[src/rtl/txslot_pkg.sv]
package txslot_pkg;
  localparam int NUM_TX_SLOTS = 3;
  localparam int SLOT_IDX_W   = 2;

  // strobes from control to datapath
  typedef struct packed {
    logic [NUM_TX_SLOTS-1:0] setPend;
    logic [NUM_TX_SLOTS-1:0] clrPend;
  } slotStrobe_t;
endpackage

[src/rtl/txslot_ctrl.sv]
module txslot_ctrl
  import txslot_pkg::*;
(
  input  logic                    clk,
  input  logic                    rstN,
  input  logic [NUM_TX_SLOTS-1:0] reqPulse,
  input  logic [NUM_TX_SLOTS-1:0] donePulse,
  input  logic [NUM_TX_SLOTS-1:0] pendingQ,
  output slotStrobe_t             strobe
);
  // A request only takes on an empty slot; a completion only frees a busy one.
  always_comb begin
    strobe.setPend = reqPulse & ~pendingQ;
    strobe.clrPend = donePulse & pendingQ;
  end

  // a freed slot stays pending no longer than one edge
  p_done_clears_r3: assert property (@(posedge clk) disable iff (!rstN)
    (|(donePulse & pendingQ)) |=> ((pendingQ & $past(donePulse & pendingQ)) == '0));

  // a redundant request leaves a busy slot busy unless freed
  p_req_ignored_r4: assert property (@(posedge clk) disable iff (!rstN)
    (|(reqPulse & pendingQ & ~donePulse)) |=>
      ((pendingQ & $past(reqPulse & pendingQ & ~donePulse)) == $past(reqPulse & pendingQ & ~donePulse)));
endmodule

[src/rtl/txslot_datapath.sv]
module txslot_datapath
  import txslot_pkg::*;
#(
  parameter int KEY_W = 8
) (
  input  logic                          clk,
  input  logic                          rstN,
  input  slotStrobe_t                   strobe,
  input  logic [NUM_TX_SLOTS*KEY_W-1:0] prioKey,
  output logic [NUM_TX_SLOTS-1:0]       pendingQ,
  output logic [NUM_TX_SLOTS-1:0]       lowPrio,
  output logic [SLOT_IDX_W-1:0]         nextSlot
);
  logic [KEY_W-1:0]        keyArr [NUM_TX_SLOTS];
  logic [NUM_TX_SLOTS-1:0] lowCand;
  logic [NUM_TX_SLOTS-1:0] hiCand;
  logic                    multiPending;
  logic [SLOT_IDX_W-1:0]   firstEmpty;
  logic [SLOT_IDX_W-1:0]   bestSlot;

  for (genvar g = 0; g < NUM_TX_SLOTS; g++) begin : g_key
    assign keyArr[g] = prioKey[g*KEY_W +: KEY_W];
  end

  always_ff @(posedge clk) begin
    if (!rstN) pendingQ <= '0;
    else       pendingQ <= (pendingQ & ~strobe.clrPend) | strobe.setPend;
  end

  // Pairwise ranking: slot i outranks j on smaller key, lower index on tie.
  always_comb begin
    int cnt;
    cnt = 0;
    for (int i = 0; i < NUM_TX_SLOTS; i++) begin
      lowCand[i] = pendingQ[i];
      hiCand[i]  = pendingQ[i];
      if (pendingQ[i]) cnt++;
      for (int j = 0; j < NUM_TX_SLOTS; j++) begin
        if (j != i && pendingQ[j]) begin
          if ((keyArr[i] < keyArr[j]) || ((keyArr[i] == keyArr[j]) && (i < j)))
            lowCand[i] = 1'b0;
          else
            hiCand[i] = 1'b0;
        end
      end
    end
    multiPending = (cnt > 1);
    lowPrio      = multiPending ? lowCand : '0;
  end

  always_comb begin
    firstEmpty = '0;
    bestSlot   = '0;
    for (int i = NUM_TX_SLOTS-1; i >= 0; i--) begin
      if (!pendingQ[i]) firstEmpty = SLOT_IDX_W'(i);
      if (hiCand[i])    bestSlot   = SLOT_IDX_W'(i);
    end
    nextSlot = (&pendingQ) ? bestSlot : firstEmpty;
  end

  // marker is one-hot, on a pending slot, and only with several pending
  p_low_onehot_r5: assert property (@(posedge clk) disable iff (!rstN)
    $onehot0(lowPrio) && ((lowPrio & ~pendingQ) == '0));
  p_low_needs_two_r5: assert property (@(posedge clk) disable iff (!rstN)
    (lowPrio != '0) |-> ($countones(pendingQ) > 1));
  // with all busy the pointer names a slot that is not the lowest
  p_full_next_r8: assert property (@(posedge clk) disable iff (!rstN)
    (&pendingQ) |-> !lowPrio[nextSlot]);
endmodule

[src/rtl/txSlotStatus.sv]
module txSlotStatus
  import txslot_pkg::*;
#(
  parameter int KEY_W = 8
) (
  input  logic                          clk,
  input  logic                          rstN,
  input  logic [NUM_TX_SLOTS-1:0]       reqPulse,
  input  logic [NUM_TX_SLOTS-1:0]       donePulse,
  input  logic [NUM_TX_SLOTS*KEY_W-1:0] prioKey,
  output logic [NUM_TX_SLOTS-1:0]       emptyFlags,
  output logic [NUM_TX_SLOTS-1:0]       lowPrioFlags,
  output logic [SLOT_IDX_W-1:0]         nextSlot,
  output logic [31:0]                   statusWord
);
  localparam int LOW_MSB   = 31;
  localparam int EMPTY_MSB = LOW_MSB - NUM_TX_SLOTS;
  localparam int NEXT_MSB  = EMPTY_MSB - NUM_TX_SLOTS;
  localparam int FREE_MSB  = NEXT_MSB - SLOT_IDX_W;

  slotStrobe_t             strobe;
  logic [NUM_TX_SLOTS-1:0] pendingQ;

  txslot_ctrl u_ctrl (
    .clk(clk), .rstN(rstN), .reqPulse(reqPulse), .donePulse(donePulse),
    .pendingQ(pendingQ), .strobe(strobe)
  );

  txslot_datapath #(.KEY_W(KEY_W)) u_dp (
    .clk(clk), .rstN(rstN), .strobe(strobe), .prioKey(prioKey),
    .pendingQ(pendingQ), .lowPrio(lowPrioFlags), .nextSlot(nextSlot)
  );

  assign emptyFlags = ~pendingQ;

  always_comb begin
    statusWord = '0;
    statusWord[LOW_MSB   -: NUM_TX_SLOTS] = lowPrioFlags;
    statusWord[EMPTY_MSB -: NUM_TX_SLOTS] = emptyFlags;
    statusWord[NEXT_MSB  -: SLOT_IDX_W]   = nextSlot;
  end

  // request to an empty slot occupies it at the next edge
  p_req_takes_r2: assert property (@(posedge clk) disable iff (!rstN)
    (|(reqPulse & emptyFlags)) |=> ((emptyFlags & $past(reqPulse & emptyFlags)) == '0));
  // pointer names an empty slot whenever one exists
  p_next_empty_r7: assert property (@(posedge clk) disable iff (!rstN)
    (|emptyFlags) |-> emptyFlags[nextSlot]);
  // low bits of the status word stay clear
  p_pad_zero_r9: assert property (@(posedge clk) disable iff (!rstN)
    statusWord[FREE_MSB:0] == '0);
endmodule

[config.mk]
export PLATFORM = sky130hd
export DESIGN_NAME = txSlotStatus
export DESIGN_NICKNAME = d
export VERILOG_FILES = /design/src/rtl/txslot_pkg.sv /design/src/rtl/txslot_ctrl.sv /design/src/rtl/txslot_datapath.sv /design/src/rtl/txSlotStatus.sv
export SDC_FILE = /design/constraint.sdc
export NUM_CORES = 1
export LEC_CHECK = 0
export BUFFER_PORTS_ARGS = -buffer_cell sky130_fd_sc_hd__buf_2
export CAP_MARGIN = 10
export CORE_ASPECT_RATIO = 0.9
export CORE_MARGIN = 5
export CORE_UTILIZATION = 43
export CTS_CLUSTER_DIAMETER = 40
export DETAILED_ROUTE_END_ITERATION = 8
export PLACE_DENSITY = 0.84
export SLEW_MARGIN = 20
export SYNTH_ARGS = -nofsm -noshare
export SYNTH_HDL_FRONTEND = slang
export SYNTH_SLANG_ARGS = --single-unit
[constraint.sdc]
create_clock -name clk -period 1.6 [get_ports clk]
set_input_delay 0 -clock clk [delete_from_list [all_inputs] [get_ports clk]]
set_output_delay 0 -clock clk [all_outputs]
set_load 0.005 [all_outputs]
==> summary.txt, run 1 <==
Outcome
  – Status: finished, final reports clean

Floorplanning
  – Num ports: 72
  – Core area: 2467 um2
  – Die height: 58.09 um
  – Initial Utilization: 0.4478
  – Site Rows: 17
  – DIE WIDTH: 63.43 um
  – Die ar.: 3684 um2

Power
  – Lkg Pwr: 0.7806 nW
  – Combinational Power Share: 0.602
  – P_int: 0.3298 mW
  – Sequential fraction of design power: 0.158
  – Total power: 0.5541 mW
  – Pwr dens: 406.3 nW/um2
  – Clock power frac: 0.241
  – Switch share: 0.4049
  – Switching pwr: 0.2244 mW
  – Peak supply drop: 0.3267 mV

Drt
  – Via count: 1057
  – DR vias/cell: 4.783
  – DRC viols: 0
  – Total wire length: 2736 um
  – Initial DRC count: 24
  – Drt wl/cell: 12.38 um
  – DR pass1 iterations: 4
  – Final ANT Viol Nets: 0

Synthesis
  – Yosys warning total: 0
  – Count of different cell masters after synthesis: 30
  – Sequential-to-total area share from yosys stat: 0.05436
  – Avg Inst Size Synth: 7.567 um2
  – Share of the synthesized area in the top cell type: 0.3058
  – Async SR Flop Fraction: 0
  – Post-synthesis cell count: 146
  – Ranking of synthesized cells by area: ha_1 (31%), buf_4 (22%), inv_1 (6.5%)
  – Post-synth EDFFs: 0
  – Post-Synthesis Cell Area: 1105 um2
  – Prevailing post-synth register cell: dfxtp_1
  – Yosys reg bits: 3
  – Yosys top cell by area: ha_1

STA
  – Clk_skew: 0 ns
  – Final WS setup: 0.08347 ns
  – Post-layout min period: 1.517 ns
  – Final setup vio count: 0
  – Tcrit/Tclk final: 0.9478
  – TNS Setup: 0 ns
  – Peak Freq: 0.6594 GHz
  – Fin. max-slew vios: 0
  – Count of final hold-check violations: 0

Run
  – Max-cap violations: 0

Setup path
  – Crit Path Max Fanout: 4
  – Worst Setup End Kind: output pin
  – Worst setup SP type: primary input
  – Cell mode on critical path: buf_2
  – Critical Path RT: 1.60 ns
  – WS Path Type: primary input to output pin
  – Data arrival time of the worst path: 1.52 ns
  – Worst path slowest cell: ha_1
  – CP max stage delay: 0.30 ns
  – Crit-path cells: buf_2 > inv_1 > ha_1 > nand4_1 > a21oi_1 > o22ai_2 > o211a_1 > a22o_2 > buf_2
  – Register-to-register setup slack: 0.61 ns

GRT
  – Vias in the first global route: 1018
  – First-pass GRT wire length: 4105 um
  – Total GRT Usage: 0.1357
  – Grt total ovfl: 0
  – Largest net degree at the start of global routing: 9
  – Initial antenna violation count: 0

Layout
  – Commonest non-fill, non-tap cell in the layout: buf_2
  – Antenna diode count: 0
  – Most flop-heavy register: u_dp.pendingQ
  – Commonest cells after routing, fill and taps aside: buf_2 (45), ha_1 (24), conb_1 (24)
  – Largest regs: u_dp.pendingQ (3)
  – Layout cell share with drive strength beyond 1: 0.3782
  – Fill cells: 250
  – Post-route cell area: 1364 um2
  – Final nets: 253
  – Synth-to-Final Area Change: 23.44%
  – Max FFs per register: 3

CTS
  – Clock slew at reported path FFs: 0.04 ns
  – H-tree Lvls: 1
  – CTS tree: built
  – Clk sinks: 3
  – Post-CTS Setup Bufs: 0
  – Clock latency on the worst-skew pair: 0.23 ns
  – Total CTS buffers: 3
  – CTS root buf: clkbuf_4
  – Longest Clk Path Bufs: 2

Placed design
  – Dpl cell area: 1251 um2
  – Placement Setup Slack: 0.07678 ns
  – PortBufs: 47
  – Final HPWL DP: 2254 um
  – Placer Congestion: 0.8221

Hold path
  – Min-Delay Path Class: primary input to flop
## synthesized netlist by cell type, drive strengths merged (2+ instances only)
master,number
a21oi,15
and2,2
buf,32
dfxtp,3
ha,27
inv,19
nand2,11
nand4,6
nor2,3
nor2b,3
o211a,2
o211ai,4
o21ai,5
## power groups by stage
| stage | Sequential (mW) | Combinational, mW | Clock, mW |
|---|---|---|---|
| after CTS | 0.0867 | 0.302 | 0.138 |
| after floorplan | 0.0896 | 0.236 | 0 |
| after global routing | 0.0883 | 0.379 | 0.147 |
| after detailed placement | 0.0878 | 0.298 | 0 |
| final | 0.0873 | 0.333 | 0.133 |
| after global placement | 0.0877 | 0.294 | 0 |
## worst paths after layout
check                               from  depth (start not counted)                     endpoint
min                          reqPulse[1]                          2  u_dp.pendingQ[1]$_SDFF_PN0_
min reg2reg  u_dp.pendingQ[1]$_SDFF_PN0_                          2  u_dp.pendingQ[1]$_SDFF_PN0_
max reg2reg  u_dp.pendingQ[0]$_SDFF_PN0_                          5  u_dp.pendingQ[0]$_SDFF_PN0_
max                          prioKey[23]                          9               statusWord[24]
## area by class of cell
cell class | count | area [um2] | area share
Clock buffer | 4 | 26.28 | 0.01927
Inverter | 19 | 71.32 | 0.05229
Multi-Input combinational cell | 115 | 879.6 | 0.6450
Sequential cell | 3 | 63.81 | 0.04679
Tap cell | 28 | 35.03 | 0.02569
Timing Repair Buffer | 52 | 287.8 | 0.2110
## stage by stage
stage,hold slack (ns),instances,util
floorplan,0.1217,169,-
global placement,0.2289,216,0.5071
detailed placement,0.2330,216,0.5071
CTS,0.0007336,221,0.5218
global route,0.01655,221,0.5527
finish,0.02157,221,0.5527
## logic make-up (layout without fill, tap and decap cells)
family / after synthesis / count (layout) / share of synthesized area
flip-flops: 3 / 3 / 0.05436
AND/OR/NAND/NOR: 27 / 27 / 0.1268
adder cells (fa/ha/maj): 27 / 27 / 0.3058
AO/OA/AOI/OAI: 37 / 37 / 0.2277
buffers and inverters: 51 / 75 / 0.2820
other: 1 / 24 / 0.003394
## critical path: cells and delay by family
family	cells	cell delay [ns]
AND/OR/NAND/NOR	1	0.17
buffers and inverters	3	0.26
adder cells (fa/ha/maj)	1	0.30
AO/OA/AOI/OAI	4	0.78
## per-layer routing
| metal | vias up | wire length, um | track usage |
|---|---|---|---|
| met3 | 2 | 236 | 0.02326 |
| li1 | 553 | - | - |
| met2 | 49 | 1318 | 0.2174 |
| met5 | - | 0 | 0 |
| met4 | 0 | 14 | 0.06231 |
| met1 | 453 | 1166 | 0.1774 |
## what timing repair did
item | CTS | global route
hold buffers | 1 | 0
endpoints found under the hold margin | 1 | 0
endpoints found under the setup margin | 0 | 10
gates resized for setup | 0 | 18
Note: power is estimated with default switching activity, not from simulation.
==> run 2: changes to the inputs <==
--- a/config.mk
+++ b/config.mk
@@ -6,14 +6,15 @@
 export NUM_CORES = 1
 export LEC_CHECK = 0
 export BUFFER_PORTS_ARGS = -buffer_cell sky130_fd_sc_hd__buf_2
-export CAP_MARGIN = 10
+export CAP_MARGIN = 20
 export CORE_ASPECT_RATIO = 0.9
 export CORE_MARGIN = 5
-export CORE_UTILIZATION = 43
+export CORE_UTILIZATION = 44
 export CTS_CLUSTER_DIAMETER = 40
 export DETAILED_ROUTE_END_ITERATION = 8
 export PLACE_DENSITY = 0.84
 export SLEW_MARGIN = 20
 export SYNTH_ARGS = -nofsm -noshare
 export SYNTH_HDL_FRONTEND = slang
+export SYNTH_HIERARCHICAL = 1
 export SYNTH_SLANG_ARGS = --single-unit
==> summary.txt, run 2 <==
CTS
  – Clk sinks: 3 (unchanged)
  – Total CTS buffers: 3 (unchanged)
  – Longest Clk Path Bufs: 2 (unchanged)
  – Clock slew at reported path FFs: 0.04 ns (about the same)
  – H-tree Lvls: 1 (unchanged)
  – Clock latency on the worst-skew pair: 0.23 ns (about the same)
  – CTS root buf: clkbuf_4
  – CTS tree: built

Setup path
  – Critical R2R Launch: u_dp/pendingQ[1]$_SDFF_PN0_
  – Critical Path Sink: statusWord[25]
  – CP max stage delay: 0.30 ns (about the same)
  – Crit Path Max Fanout: 2 (-2)
  – Register-to-Register Path Depth: 3 (-2)
  – Reg2reg end: u_dp/pendingQ[1]$_SDFF_PN0_
  – Register-to-register setup slack: 0.67 ns (+0.06 ns)
  – Worst setup SP type: primary input
  – WS Path Type: primary input to output pin
  – Crit-path cells: buf_2 > inv_2 > ha_1 > nor2b_1 > o211ai_1 > a21boi_2 > o21ai_1 > a32oi_1 > a211oi_2 > buf_2
  – Worst path slowest cell: ha_1
  – Data arrival time of the worst path: 1.55 ns (+0.03 ns)
  – Critical Path Source: prioKey[1]
  – Cell mode on critical path: buf_2
  – Critical Path RT: 1.60 ns (about the same)
  – Worst Setup End Kind: output pin

GRT
  – Total GRT Usage: 0.1348 (-0.0009542)
  – Initial antenna violation count: 0 (unchanged)
  – Grt total ovfl: 0 (unchanged)
  – Vias in the first global route: 1062 (+4.3%)
  – First-pass GRT wire length: 4278 um (+4.2%)
  – Largest net degree at the start of global routing: 9 (unchanged)

Synthesis
  – Async SR Flop Fraction: 0 (unchanged)
  – Post-synthesis cell count: 166 (+14%)
  – Ranking of synthesized cells by area: ha_1 (28%), buf_4 (20%), inv_1 (6.9%)
  – Count of different cell masters after synthesis: 30 (unchanged)
  – Yosys warning total: 6 (+6)
  – Avg Inst Size Synth: 7.228 um2 (-4.5%)
  – Most common cell in the netlist: buf_4
  – Yosys top cell by area: ha_1
  – Post-synth EDFFs: 0 (unchanged)
  – Share of the synthesized area in the top cell type: 0.2815 (-0.02423)
  – Sequential-to-total area share from yosys stat: 0.05005 (-0.004308)
  – Post-Synthesis Cell Area: 1200 um2 (+8.6%)
  – Yosys reg bits: 3 (unchanged)
  – Prevailing post-synth register cell: dfxtp_1
  – Commonest cells post-synth: buf_4 (32), ha_1 (27), inv_1 (22)

Floorplanning
  – Die ar.: 3873 um2 (+5.1%)
  – Num ports: 72 (unchanged)
  – Initial Utilization: 0.4477 (about the same)
  – Die height: 59.54 um (+2.5%)
  – Core area: 2680 um2 (+8.6%)
  – DIE WIDTH: 65.05 um (+2.5%)
  – Site Rows: 18 (+1)

Drt
  – Final ANT Viol Nets: 0 (unchanged)
  – Via count: 1241 (+17%)
  – Initial DRC count: 19 (-21%)
  – DRC viols: 0 (unchanged)
  – DR vias/cell: 4.984 (+4.2%)
  – Drt wl/cell: 12.31 um (-0.60%)
  – Total wire length: 3064 um (+12%)
  – DR pass1 iterations: 4 (unchanged)

Hold path
  – Min-Delay Path Class: primary input to flop
  – Hold_sp: rstN

STA
  – Clk_skew: 0 ns (unchanged)
  – Peak Freq: 0.6463 GHz (-2.0%)
  – RSZ-0062 raised after global routing: yes
  – Final setup vio count: 0 (unchanged)
  – TNS Setup: 0 ns (unchanged)
  – Tcrit/Tclk final: 0.9671 (+0.01924)
  – Fin. max-slew vios: 0 (unchanged)
  – Count of final hold-check violations: 0 (unchanged)
  – Post-layout min period: 1.547 ns (+0.03079 ns)

Layout
  – Largest regs: u_dp/pendingQ (3)
  – Layout cell share with drive strength beyond 1: 0.4429 (+0.06468)
  – Synth-to-Final Area Change: 32.22%
  – Commonest non-fill, non-tap cell in the layout: buf_2
  – Antenna diode count: 0 (unchanged)
  – Max FFs per register: 3 (unchanged)
  – Post-route cell area: 1587 um2 (+16%)
  – Final core utilization: 0.5920 (+0.03923)
  – Final nets: 279 (+10%)
  – Commonest cells after routing, fill and taps aside: buf_2 (42), conb_1 (24), ha_1 (21)
  – Most flop-heavy register: u_dp/pendingQ

Placed design
  – PortBufs: 47 (unchanged)
  – Placer Congestion: 0.8655 (+5.3%)
  – Final HPWL DP: 2400 um (+6.5%)
  – Dpl cell area: 1370 um2 (+9.5%)

Power
  – Pwr dens: 410.9 nW/um2 (+1.1%)
  – Lkg Pwr: 0.8361 nW (+7.1%)
  – Peak supply drop: 0.4202 mV (+29%)

Outcome
  – Status: finished, final reports clean

Run
  – Max-cap violations: 0 (unchanged)
run 2: area by class of cell:
| type | instances | area, um2 |
|---|---|---|
| tap | 30 | 37.54 |
| timing repair buffer | 58 | 349.1 |
| sequential | 3 | 68.82 |
| fill | 245 | 1094 |
| multi-input combinational | 132 | 1017 |
| clock buffer | 4 | 26.28 |
| inverter | 22 | 87.58 |
run 2: worst min-delay path by stage:
stage	endpoint	cells past startpoint
5_1_grt	u_dp/pendingQ[1]$_SDFF_PN0_	2
3_5_place_dp	u_dp/pendingQ[0]$_SDFF_PN0_	2
4_1_cts	u_dp/pendingQ[0]$_SDFF_PN0_	2
2_1_floorplan	u_dp/pendingQ[0]$_SDFF_PN0_	1
3_3_place_gp	u_dp/pendingQ[0]$_SDFF_PN0_	2
6_report	u_dp/pendingQ[0]$_SDFF_PN0_	2
run 2: timing repair:
action | in CTS | in global routing
pin swaps | 3 | 14
setup endpoints to repair | 6 | 10
cloned | 0 | 0
gates resized for setup | 3 | 45
setup buffers | 0 | 5
hold buffers | 0 | 0
run 2: power breakdown:
| part | leakage, nW | switching [mW] | total, mW | internal [mW] |
|---|---|---|---|---|
| Sequential | 0.0264 | 0.00928 | 0.0918 | 0.0826 |
| Clock | 0.0150 | 0.0367 | 0.130 | 0.0933 |
| Combinational | 0.795 | 0.223 | 0.430 | 0.207 |
run 2: critical path: cells and delay by family:
kind | cells | cell delay [ns]
adders and majority gates | 1 | 0.30
AOI/OAI and AO/OA | 5 | 0.82
buffers and inverters | 3 | 0.28
and+or+nand+nor | 1 | 0.13
run 2: metrics by stage:
step | total power [mW] | hold slack (ns) | std cells | worst slack, ns
finish | 0.6519 | 0.009245 | 249 | 0.05268
global route | 0.7276 | 0.008886 | 249 | -0.05657
CTS | 0.5797 | 0.01047 | 244 | 0.007714
detailed placement | 0.4409 | 0.2515 | 240 | -0.02825
global placement | 0.4318 | 0.2444 | 240 | 0.003151
floorplan | 0.3671 | 0.1175 | 189 | 0.05152
run 2: routing by layer:
layer  global-route usage  part of all wire  vias up
li1                     -                 -      626
met1               0.1831              0.41      562
met2               0.2303              0.51       49
met3              0.01139             0.064        4
met4              0.03550             0.011        0
met5                    0                 0        -
run 2: cell families (layout without fill, tap and decap cells):
logic type / Yosys count / after routing / synth area share
DFF: 3 / 3 / 0.05005
and+or+nand+nor: 41 / 41 / 0.1773
buffers and inverters: 54 / 84 / 0.2690
AOI/OAI and AO/OA: 40 / 40 / 0.2190
other: 1 / 24 / 0.003125
adders and majority gates: 27 / 27 / 0.2815
==> run 3: changes to the inputs <==
--- a/config.mk
+++ b/config.mk
@@ -9,11 +9,10 @@
 export CAP_MARGIN = 20
 export CORE_ASPECT_RATIO = 0.9
 export CORE_MARGIN = 5
-export CORE_UTILIZATION = 44
+export CORE_UTILIZATION = 40
 export CTS_CLUSTER_DIAMETER = 40
 export DETAILED_ROUTE_END_ITERATION = 8
-export PLACE_DENSITY = 0.84
-export SLEW_MARGIN = 20
+export PLACE_DENSITY = 0.78
 export SYNTH_ARGS = -nofsm -noshare
 export SYNTH_HDL_FRONTEND = slang
 export SYNTH_HIERARCHICAL = 1
==> constraint.sdc (replaced) <==
create_clock -name clk -period 1.6 [get_ports clk]
set_input_delay 0.32 -clock clk [delete_from_list [all_inputs] [get_ports clk]]
set_output_delay 0.32 -clock clk [all_outputs]
set_load 0.005 [all_outputs]
==> summary.txt, run 3 (synthesis gave the netlist of run 2 again) <==
STA
  – Fin. max-slew vios: 0 (unchanged)
  – Final setup vio count: 10 (+10)
  – Peak Freq: 0.4547 GHz (-30%)
  – Count of final hold-check violations: 0 (unchanged)
  – Worst slew pin tran: 0.4968 ns
  – Slew headroom: 0.6663
  – Post-layout min period: 2.199 ns (+0.6517 ns)
  – Clk_skew: 0 ns (unchanged)
  – Final WS setup: -0.5990 ns (-0.6517 ns)
  – Tcrit/Tclk final: 1.374 (+0.4073)
  – Min Hold Slack: 0.3405 ns (+0.3313 ns)
  – RSZ-0062 raised after global routing: yes

Setup path
  – Data arrival time of the worst path: 1.88 ns (+0.33 ns)
  – Critical Path RT: 1.28 ns (-0.32 ns)
  – Reg2reg end: u_dp/pendingQ[2]$_SDFF_PN0_
  – Crit Path Max Fanout: 2 (unchanged)
  – Critical R2R Launch: u_dp/pendingQ[2]$_SDFF_PN0_
  – Register-to-Register Path Depth: 3 (unchanged)
  – WS Path Type: primary input to output pin
  – Worst Setup End Kind: output pin
  – Worst setup SP type: primary input
  – Register-to-register setup slack: 0.62 ns (-0.05 ns)

Floorplanning
  – Initial Utilization: 0.4262 (-0.02149)
  – Core area: 2815 um2 (+5.0%)
  – Die ar.: 4197 um2 (+8.4%)
  – DIE WIDTH: 67.73 um (+4.1%)
  – Site Rows: 18 (unchanged)
  – Die height: 61.96 um (+4.1%)
  – Num ports: 72 (unchanged)

CTS
  – Total CTS buffers: 3 (unchanged)
  – Hold_buf cts: 0 (unchanged)
  – CTS root buf: clkbuf_4
  – Longest Clk Path Bufs: 2 (unchanged)
  – CTS tree: built
  – Clock latency on the worst-skew pair: 0.22 ns (about the same)
  – Clk sinks: 3 (unchanged)
  – H-tree Lvls: 1 (unchanged)
  – Clock slew at reported path FFs: 0.04 ns (about the same)

Drt
  – Via count: 1274 (+2.7%)
  – Initial DRC count: 41 (+22)
  – DR vias/cell: 4.754 (-4.6%)
  – DR pass1 iterations: 4 (unchanged)
  – DRC viols: 0 (unchanged)
  – Total wire length: 3406 um (+11%)
  – Drt wl/cell: 12.71 um (+3.3%)
  – Final ANT Viol Nets: 0 (unchanged)

GRT
  – Initial antenna violation count: 0 (unchanged)
  – Vias in the first global route: 1184 (+11%)
  – Largest net degree at the start of global routing: 9 (unchanged)
  – Total GRT Usage: 0.1491 (+0.01438)
  – Grt total ovfl: 0 (unchanged)
  – First-pass GRT wire length: 4864 um (+14%)

Placed design
  – Final HPWL DP: 2692 um (+12%)
  – PortBufs: 47 (unchanged)
  – Placement Setup Slack: -0.5963 ns (-0.5681 ns)
  – Placer Congestion: 0.8085 (-6.6%)
  – Dpl cell area: 1637 um2 (+19%)
  – Inst Count DP: 262 (+9.2%)

Hold path
  – WHS Path Cells: 2 (unchanged)
  – Worst Hold Path EP: u_dp/pendingQ[1]$_SDFF_PN0_
  – Hold_sp: rstN
  – Min-Delay Path Class: primary input to flop

Layout
  – Commonest non-fill, non-tap cell in the layout: buf_2
  – Layout cell share with drive strength beyond 1: 0.5439 (+0.1009)
  – Synth-to-Final Area Change: 55.68%
  – Largest regs: u_dp/pendingQ (3)
  – Post-route insts no fill: 268 (+7.6%)
  – Commonest cells after routing, fill and taps aside: buf_2 (42), conb_1 (24), buf_4 (20)
  – Post-route cell area: 1868 um2 (+18%)
  – Final nets: 288 (+3.2%)
  – Max FFs per register: 3 (unchanged)
  – Most flop-heavy register: u_dp/pendingQ
  – Antenna diode count: 0 (unchanged)

Run
  – Max-cap violations: 0 (unchanged)

Power
  – Total power: 0.7429 mW (+14%)
  – Pwr dens: 397.7 nW/um2 (-3.2%)
  – Lkg Pwr: 0.8929 nW (+6.8%)
  – Peak supply drop: 0.2852 mV (-32%)

Outcome
  – Status: finished with violations
  – Violated checks: negative setup slack
[run 3: power breakdown]
group	switching, mW	internal [mW]
combinational	0.268	0.259
sequential	0.00466	0.0830
clock	0.0356	0.0932
total	0.308	0.435
[run 3: how the worst max path moves through the flow]
stage	from	to	slack, ns
after global routing	prioKey[10]	statusWord[25]	-0.65
after global placement	prioKey[10]	nextSlot[1]	-0.58
after floorplan	prioKey[18]	statusWord[25]	-0.38
final	prioKey[10]	nextSlot[1]	-0.60
after detailed placement	prioKey[10]	nextSlot[1]	-0.60
after CTS	prioKey[10]	nextSlot[1]	-0.58
[run 3: timing repair]
action | 4_1_cts | 5_1_grt
setup endpoints to repair | 10 | 10
gates cloned | 0 | 0
gates resized for setup | 19 | 21
setup buffers | 1 | 1
pin swaps | 9 | 8
[run 3: per-layer routing]
layer  vias up  GRT usage  wire length [um]
met3        10    0.02338               259
li1        644          -                 -
met1       569     0.1845              1349
met2        51     0.2705              1707
met4         0    0.03757                89
met5         -          0                 0
[run 3: per-stage QoR]
step                        util  setup TNS [ns]
after floorplan                -          -1.804
after global placement    0.5813          -4.816
after detailed placement  0.5813          -5.088
after CTS                 0.6187          -4.884
after global routing      0.6636          -5.437
final                     0.6636          -4.841
[run 3: cell type report]
class                   instances  area, um2
repair buffers                 67      424.2
clock buffers                   4      26.28
well taps                      40      50.05
multi-input cells             132       1205
inverters                      22      100.1
flip-flops and latches          3      62.56
fillers                       244      947.2
[run 3: worst max-delay path, cell delays in order]
cell and delay, ns:
buf_8 0.10, inv_4 0.04, ha_4 0.19, a211o_1 0.27
a31oi_2 0.19, nor3_2 0.08, o311ai_2 0.26, a31oi_1 0.09
a211oi_2 0.19, buf_2 0.15
